`src/rtl/pal_host_pkg.sv`:
```
package pal_host_pkg;
  localparam int BUS_W      = 8;
  localparam int SEL_W      = 3;
  localparam int PAL_ADDR_W = 13;

  localparam logic [SEL_W-1:0] SEL_ADDR_LO   = 3'd0;
  localparam logic [SEL_W-1:0] SEL_ADDR_HI   = 3'd1;
  localparam logic [SEL_W-1:0] SEL_PAL       = 3'd2;
  localparam logic [SEL_W-1:0] SEL_CTRL_BASE = 3'd3;

  typedef struct packed {
    logic             rnw;
    logic [SEL_W-1:0] sel;
    logic [BUS_W-1:0] data;
  } host_req_t;
endpackage

```
`src/rtl/pal_host_sync.sv`:
```
module pal_host_sync #(
  parameter int             W       = 1,
  parameter int             STAGES  = 2,
  parameter logic [W-1:0]   RST_VAL = '0
) (
  input  logic         clk_i,
  input  logic         rst_ni,
  input  logic [W-1:0] d_i,
  output logic [W-1:0] q_o
);
  logic [W-1:0] stg_q [STAGES];

  for (genvar i = 0; i < STAGES; i++) begin : g_stg
    if (i == 0) begin : g_first
      always_ff @(posedge clk_i or negedge rst_ni) begin
        if (!rst_ni) stg_q[i] <= RST_VAL;
        else         stg_q[i] <= d_i;
      end
    end else begin : g_next
      always_ff @(posedge clk_i or negedge rst_ni) begin
        if (!rst_ni) stg_q[i] <= RST_VAL;
        else         stg_q[i] <= stg_q[i-1];
      end
    end
  end

  assign q_o = stg_q[STAGES-1];
endmodule

```
`src/rtl/pal_host_cycle.sv`:
```
module pal_host_cycle
  import pal_host_pkg::*;
(
  input  logic             clk_i,
  input  logic             rst_ni,
  input  logic             cs_ns_i,
  input  logic             rnw_s_i,
  input  logic [SEL_W-1:0] sel_i,
  input  logic [BUS_W-1:0] data_i,
  output logic             req_vld_o,
  output host_req_t        req_o,
  output logic             oe_o
);
  logic cs_d_q;
  logic start;

  assign start = cs_d_q & ~cs_ns_i;

  always_ff @(posedge clk_i or negedge rst_ni) begin
    if (!rst_ni) begin
      cs_d_q    <= 1'b1;
      req_vld_o <= 1'b0;
      req_o     <= '0;
      oe_o      <= 1'b0;
    end else begin
      cs_d_q    <= cs_ns_i;
      req_vld_o <= start;
      if (start) begin
        req_o.rnw  <= rnw_s_i;
        req_o.sel  <= sel_i;
        req_o.data <= data_i;
      end
      if (cs_ns_i)                     oe_o <= 1'b0;
      else if (req_vld_o && req_o.rnw) oe_o <= 1'b1;
    end
  end

  AST_START_BUS_IDLE: assert property (@(posedge clk_i) disable iff (!rst_ni)
    start |-> !oe_o);
  AST_RELEASE_ON_HIGH: assert property (@(posedge clk_i) disable iff (!rst_ni)
    cs_ns_i |=> !oe_o);
  AST_REQ_HELD: assert property (@(posedge clk_i) disable iff (!rst_ni)
    !start |=> $stable(req_o));
  AST_OE_ONLY_READ: assert property (@(posedge clk_i) disable iff (!rst_ni)
    $rose(oe_o) |-> req_o.rnw);
endmodule

```
`src/rtl/pal_host_regs.sv`:
```
module pal_host_regs
  import pal_host_pkg::*;
#(
  parameter int ADDR_W   = PAL_ADDR_W,
  localparam int HI_W    = ADDR_W - BUS_W,
  localparam int ENTRY_W = 3 * BUS_W,
  localparam int NUM_CTRL = (1 << SEL_W) - int'(SEL_CTRL_BASE)
) (
  input  logic                      clk_i,
  input  logic                      rst_ni,
  input  logic                      req_vld_i,
  input  host_req_t                 req_i,
  input  logic                      blank_act_i,
  input  logic [ENTRY_W-1:0]        pal_rdata_i,
  output logic [BUS_W-1:0]          rd_data_o,
  output logic [ADDR_W-1:0]         pal_raddr_o,
  output logic                      pal_we_o,
  output logic [ADDR_W-1:0]         pal_waddr_o,
  output logic [ENTRY_W-1:0]        pal_wdata_o,
  output logic [NUM_CTRL*BUS_W-1:0] ctrl_o
);
  logic [ADDR_W-1:0]  addr_q;
  logic [1:0]         comp_q;
  logic [BUS_W-1:0]   red_q, grn_q;
  logic               pend_q;
  logic [ADDR_W-1:0]  pend_addr_q;
  logic [ENTRY_W-1:0] pend_data_q;
  logic [BUS_W-1:0]   ctrl_q [NUM_CTRL];

  logic is_wr, is_rd, addr_wr, pal_acc, last_comp, entry_done;
  logic [BUS_W-1:0] rd_next, pal_byte;
  logic [SEL_W-1:0] ctrl_idx;

  assign is_wr      = req_vld_i & ~req_i.rnw;
  assign is_rd      = req_vld_i &  req_i.rnw;
  assign addr_wr    = is_wr & ((req_i.sel == SEL_ADDR_LO) | (req_i.sel == SEL_ADDR_HI));
  assign pal_acc    = req_vld_i & (req_i.sel == SEL_PAL);
  assign last_comp  = (comp_q == 2'd2);
  assign entry_done = pal_acc & ~req_i.rnw & last_comp;
  assign ctrl_idx   = req_i.sel - SEL_CTRL_BASE;

  always_comb begin
    case (comp_q)
      2'd0:    pal_byte = pal_rdata_i[3*BUS_W-1:2*BUS_W];
      2'd1:    pal_byte = pal_rdata_i[2*BUS_W-1:BUS_W];
      default: pal_byte = pal_rdata_i[BUS_W-1:0];
    endcase
  end

  always_comb begin
    case (req_i.sel)
      SEL_ADDR_LO: rd_next = addr_q[BUS_W-1:0];
      SEL_ADDR_HI: rd_next = BUS_W'(addr_q[ADDR_W-1:BUS_W]);
      SEL_PAL:     rd_next = pal_byte;
      default:     rd_next = ctrl_q[ctrl_idx];
    endcase
  end

  // address pointer and byte sequence
  always_ff @(posedge clk_i or negedge rst_ni) begin
    if (!rst_ni) begin
      addr_q <= '0;
      comp_q <= '0;
      red_q  <= '0;
      grn_q  <= '0;
    end else if (is_wr && req_i.sel == SEL_ADDR_LO) begin
      addr_q[BUS_W-1:0] <= req_i.data;
      comp_q            <= '0;
    end else if (is_wr && req_i.sel == SEL_ADDR_HI) begin
      addr_q[ADDR_W-1:BUS_W] <= req_i.data[HI_W-1:0];
      comp_q                 <= '0;
    end else if (pal_acc) begin
      if (!req_i.rnw && comp_q == 2'd0) red_q <= req_i.data;
      if (!req_i.rnw && comp_q == 2'd1) grn_q <= req_i.data;
      if (last_comp) begin
        comp_q <= '0;
        addr_q <= addr_q + 1'b1;
      end else begin
        comp_q <= comp_q + 1'b1;
      end
    end
  end

  // single pending entry, committed during blanking
  always_ff @(posedge clk_i or negedge rst_ni) begin
    if (!rst_ni) begin
      pend_q      <= 1'b0;
      pend_addr_q <= '0;
      pend_data_q <= '0;
    end else if (entry_done) begin
      pend_q      <= 1'b1;
      pend_addr_q <= addr_q;
      pend_data_q <= {red_q, grn_q, req_i.data};
    end else if (pal_we_o) begin
      pend_q <= 1'b0;
    end
  end

  for (genvar k = 0; k < NUM_CTRL; k++) begin : g_ctrl
    always_ff @(posedge clk_i or negedge rst_ni) begin
      if (!rst_ni) ctrl_q[k] <= '0;
      else if (is_wr && req_i.sel == SEL_W'(int'(SEL_CTRL_BASE) + k)) ctrl_q[k] <= req_i.data;
    end
    assign ctrl_o[k*BUS_W +: BUS_W] = ctrl_q[k];
  end

  always_ff @(posedge clk_i or negedge rst_ni) begin
    if (!rst_ni)    rd_data_o <= '0;
    else if (is_rd) rd_data_o <= rd_next;
  end

  assign pal_raddr_o = addr_q;
  assign pal_we_o    = pend_q & blank_act_i;
  assign pal_waddr_o = pend_addr_q;
  assign pal_wdata_o = pend_data_q;

  AST_ADDR_STEP: assert property (@(posedge clk_i) disable iff (!rst_ni)
    (pal_acc && last_comp) |=> (addr_q == ADDR_W'($past(addr_q) + 1'b1)));
  AST_SEQ_RESTART: assert property (@(posedge clk_i) disable iff (!rst_ni)
    addr_wr |=> (comp_q == 2'd0));
  AST_COMMIT_CLEAR: assert property (@(posedge clk_i) disable iff (!rst_ni)
    (pal_we_o && !entry_done) |=> !pend_q);
  AST_PEND_HOLD: assert property (@(posedge clk_i) disable iff (!rst_ni)
    (pend_q && !blank_act_i && !entry_done) |=>
      (pend_q && $stable(pend_data_q) && $stable(pend_addr_q)));
endmodule

```
`src/rtl/pal_host_port.sv`:
```
module pal_host_port
  import pal_host_pkg::*;
#(
  parameter int SYNC_STAGES = 2
) (
  input  logic                  clk_i,
  input  logic                  rst_ni,
  input  logic                  cs_a_ni,
  input  logic                  cs_b_ni,
  input  logic                  rnw_i,
  input  logic [SEL_W-1:0]      sel_i,
  input  logic [BUS_W-1:0]      data_i,
  output logic [BUS_W-1:0]      data_o,
  output logic                  data_oe_o,
  input  logic                  blank_ni,
  input  logic [3*BUS_W-1:0]    pal_rdata_i,
  output logic [PAL_ADDR_W-1:0] pal_raddr_o,
  output logic                  pal_we_o,
  output logic [PAL_ADDR_W-1:0] pal_waddr_o,
  output logic [3*BUS_W-1:0]    pal_wdata_o,
  output logic [5*BUS_W-1:0]    ctrl_o
);
  logic [2:0] sync_d, sync_q;
  logic       cs_ns, rnw_s, blank_ns;
  logic       req_vld;
  host_req_t  req;

  assign sync_d = {cs_a_ni & cs_b_ni, rnw_i, blank_ni};

  pal_host_sync #(.W(3), .STAGES(SYNC_STAGES), .RST_VAL(3'b111)) u_sync (
    .clk_i (clk_i),
    .rst_ni(rst_ni),
    .d_i   (sync_d),
    .q_o   (sync_q)
  );

  assign {cs_ns, rnw_s, blank_ns} = sync_q;

  pal_host_cycle u_cyc (
    .clk_i    (clk_i),
    .rst_ni   (rst_ni),
    .cs_ns_i  (cs_ns),
    .rnw_s_i  (rnw_s),
    .sel_i    (sel_i),
    .data_i   (data_i),
    .req_vld_o(req_vld),
    .req_o    (req),
    .oe_o     (data_oe_o)
  );

  pal_host_regs #(.ADDR_W(PAL_ADDR_W)) u_regs (
    .clk_i      (clk_i),
    .rst_ni     (rst_ni),
    .req_vld_i  (req_vld),
    .req_i      (req),
    .blank_act_i(~blank_ns),
    .pal_rdata_i(pal_rdata_i),
    .rd_data_o  (data_o),
    .pal_raddr_o(pal_raddr_o),
    .pal_we_o   (pal_we_o),
    .pal_waddr_o(pal_waddr_o),
    .pal_wdata_o(pal_wdata_o),
    .ctrl_o     (ctrl_o)
  );

  AST_IDLE_NO_DRIVE: assert property (@(posedge clk_i) disable iff (!rst_ni)
    (cs_ns && $past(cs_ns)) |-> !data_oe_o);
  AST_WE_PULSE: assert property (@(posedge clk_i) disable iff (!rst_ni)
    pal_we_o |-> !blank_ns);
endmodule

```
`config.mk`:
```
export PLATFORM = sky130hd
export DESIGN_NAME = pal_host_port
export DESIGN_NICKNAME = d
export VERILOG_FILES = /design/src/rtl/pal_host_pkg.sv /design/src/rtl/pal_host_sync.sv /design/src/rtl/pal_host_cycle.sv /design/src/rtl/pal_host_regs.sv /design/src/rtl/pal_host_port.sv
export SDC_FILE = /design/constraint.sdc
export NUM_CORES = 1
export LEC_CHECK = 0
export ABC_AREA = 1
export BUFFER_PORTS_ARGS = -buffer_cell sky130_fd_sc_hd__buf_2
export CAP_MARGIN = 30
export CORE_MARGIN = 4
export CORE_UTILIZATION = 40
export CTS_BUF_LIST = sky130_fd_sc_hd__clkbuf_8
export DETAILED_ROUTE_END_ITERATION = 12
export GPL_ROUTABILITY_DRIVEN = 0
export PLACE_DENSITY = 0.71
export SYNTH_ARGS = -nofsm -noshare
export SYNTH_HDL_FRONTEND = slang
export SYNTH_HIERARCHICAL = 1
export SYNTH_SLANG_ARGS = --single-unit
export TNS_END_PERCENT = 50
```
`constraint.sdc`:
```
create_clock -name clk_i -period 1.85 [get_ports clk_i]
set_input_delay 0.4625 -clock clk_i [delete_from_list [all_inputs] [get_ports clk_i]]
set_output_delay 0.4625 -clock clk_i [all_outputs]
set_load 0.02 [all_outputs]
```
==> impl_metrics.ini <==
[power_and_ir_drop]
power.density_nw_per_um2 = 1320
peakVddDrop_v = 0.000674
p_leak_nw = 4.17

[setup_path]
cpPeakStageDelay_ps = 450
crit_chain = clkinv_2, ha_1, nand3_1, nor2_2, nor2_1, nor2_1, nand2_1, nand2_1, nand2_1
worstSetupPathType = reg2reg
cp_common_cell = nand2_1
cp.buffers_inverters = 1
required_ps = 2180
r2r_setup_slack_ps = 80
endpoint_kind = flop
slowest_stage = dfrtp_2
critPathLaunchType = flop
worst-path-max-fanout = 5
cp.arrival_ps = 2110
critPathTopFamily = simple AND/OR/NAND/NOR gates

[yosys]
synth.avg_cell_area_sq_um = 8.48
synth_cells = 750
synth_area_sq_um = 6360
ys_types = 31
ys_seq_area_frac = 0.545
yosysWarnings = 6
ys_ff_latch = 138
synth.net_count = 798

[finish]
antenna_cells = 0
fin_cells = 1130
drive_above_1_share = 0.272
nets = 956
fill_cells = 1469
area_growth_pct = 24.9

[global_routing]
grt_max_degree = 41
grt_pass1_vias = 5405
grt-ovfl-total = 0
grt_antenna_before_repair = 0
grtUsageTotal = 0.209
grt_pass1_wl_mm = 29.1

[place]
io_buffers = 140
pre_cts_ws_ps = 21.7
numPlacedInstances = 1094
dp_hpwl_mm = 13.6

[min_path]
hold_path.class = in2reg

[timing]
worst_pin_slew_ps = 583
period_minus_slack_ps = 1770
maxSlewHeadroom = 0.610
rsz0062_at_grt = yes
finClkSkew_ps = 12.2
finalCritPeriodShare = 0.959
worst_slack_ps = 76.3
hold_viol = 0
holdWs_ps = 109
fmax_mhz = 564
setup_viol = 0
slew_viol_final = 0

[clocking]
clk_latency_ps = 450
clk_path_buf_depth = 2
clk_pin_slew_worst_paths_ps = 80
htreeDepth = 4
cts_tree = done
cts-root-buf = clkbuf_8
cts-buffers-inserted = 17
cts.sinks = 138

[job]
max_cap_violations = 0

[routing]
dr.pass1.iters = 5
drc = 0
drt_iter0_drc = 334
vias = 5674
wire_per_inst_um = 16.6
routed_wl_mm = 18.8
antenna_left = 0
drt-vias-per-instance = 5.02

[die]
die_height_um = 134
die_x_um = 134
boundaryPins = 141
start_util = 0.414
die-area_sq_um = 18000
placementRows = 45
design.core.area_sq_um = 15400

[outcome]
status = complete, no violations
-- power by group --
| part | switching, mW | internal (mW) |
|---|---|---|
| combinational | 2.27 | 1.12 |
| clock | 1.15 | 1.62 |
| sequential | 0.613 | 3.68 |
-- logic make-up (layout without fill, tap and decap cells) --
group | Yosys count | in the layout | share of synthesized area
AO/OA/AOI/OAI | 112 | 112 | 0.0895
AND/OR/NAND/NOR | 391 | 393 | 0.261
flip-flops | 138 | 138 | 0.545
adder cells (fa/ha/maj) | 7 | 7 | 0.0138
multiplexers | 17 | 17 | 0.0301
XOR/XNOR | 4 | 4 | 0.00551
buffers and inverters | 81 | 248 | 0.0553
-- final timing paths --
kind                                       startpoint                                 end  cells past startpoint
max reg2reg                u_cyc/req_o[8]$_DFFE_PN0P_  u_regs/pal_raddr_o[10]$_DFFE_PN0P_                      9
max                        u_cyc/req_o[8]$_DFFE_PN0P_  u_regs/pal_raddr_o[10]$_DFFE_PN0P_                      9
max in group asynchronous                      rst_ni             u_sync/q_o[0]$_DFF_PN1_                      3
min                                          blank_ni           u_sync/stg_q[3]$_DFF_PN1_                      1
min in group asynchronous                      rst_ni       u_regs/ctrl_o[13]$_DFFE_PN0P_                      2
min reg2reg                 u_sync/stg_q[4]$_DFF_PN1_             u_sync/q_o[1]$_DFF_PN1_                      0
-- placed cells by master (no fill, tap or decap), drive strengths merged --
master       count
dfstp            7
xor2             4
inv             52
o211ai           2
a21oi           15
mux2            17
nor2            46
nand2          270
clkinv           3
clkbuf          18
nor3             1
clkinvlp         5
o21ai           95
nand3           67
buf            164
or2              1
dfrtp          131
ha               7
bufinv           5
nand3b           1
dlygate4sd3      1
nand4            7
-- metal layers --
metal	GRT usage	part of all wire	vias to the layer above
met2	0.328	0.47	225
met5	0	0	-
met1	0.280	0.43	2670
met3	0.0596	0.080	30
met4	0.0735	0.024	0
li1	-	-	2749
-- cells in the mapped netlist --
cell | n | area share
buf_4 | 6 | 0.0071
ha_1 | 7 | 0.014
dfstp_2 | 7 | 0.029
nand4_1 | 3 | 0.0030
xor2_1 | 4 | 0.0055
nor2_8 | 1 | 0.0031
clkinv_1 | 1 | 0.00059
mux2_2 | 17 | 0.030
dfrtp_1 | 131 | 0.52
o21ai_0 | 89 | 0.070
buf_6 | 2 | 0.0035
nand4_4 | 2 | 0.0067
nand2_4 | 1 | 0.0018
o211ai_1 | 2 | 0.0024
nand3b_1 | 1 | 0.0012
o21ai_2 | 1 | 0.0014
nand3_1 | 67 | 0.053
nand2_2 | 6 | 0.0059
nor2_4 | 2 | 0.0035
a21oi_1 | 15 | 0.012
inv_1 | 46 | 0.027
buf_2 | 8 | 0.0063
nor2_2 | 2 | 0.0020
nor2_1 | 41 | 0.024
clkbuf_1 | 12 | 0.0071
o21ai_1 | 5 | 0.0039
buf_1 | 1 | 0.00059
nand2_1 | 263 | 0.16
inv_2 | 5 | 0.0030
or2_2 | 1 | 0.00098
nor3_1 | 1 | 0.00079
-- registers in the layout, indices dropped and copies added (netlist names) --
name	cells
u_regs/pal_waddr_o	13
u_regs/red_q	8
u_sync/q_o	3
u_regs/pend_q	1
u_regs/grn_q	8
u_cyc/req_o	12
u_regs/ctrl_o	40
u_sync/stg_q	3
u_cyc/cs_d_q	1
u_regs/rd_data_o	8
u_cyc/req_vld_o	1
u_regs/pal_wdata_o	24
u_cyc/oe_o	1
u_regs/pal_raddr_o	13
u_regs/comp_q	2
-- per-stage QoR --
stage	util	power (mW)	area [sq um]	TNS, ps
2_1_floorplan	-	6.21	6360	0
3_3_place_gp	0.481	7.56	7390	0
3_5_place_dp	0.481	7.64	7390	0
4_1_cts	0.511	10.4	7850	0
5_1_grt	0.516	11.1	7940	-15.0
6_report	0.516	10.5	7940	0
-- layout make-up --
cell class / instances / area [sq um] / share of cell area
sequential: 138 / 3460 / 0.436
multi-input combinational: 533 / 2610 / 0.329
timing repair buffer: 165 / 947 / 0.119
tap: 211 / 264 / 0.0333
clock buffer: 18 / 248 / 0.0312
inverter: 52 / 200 / 0.0252
clock inverter: 12 / 199 / 0.0251
timing repair inverter: 1 / 7.51 / 0.000946
-- repair_timing --
| action | CTS | global route |
|---|---|---|
| endpoints found under the setup margin | 2 | 50 |
| hold buffers | 1 | 0 |
| resized for setup | 1 | 12 |
| hold endpoints to repair | 26 | 0 |
| pin swaps | 0 | 3 |
| buffers inserted | 0 | 2 |
| cloned | 0 | 3 |
Note: power is estimated with default switching activity, not from simulation.
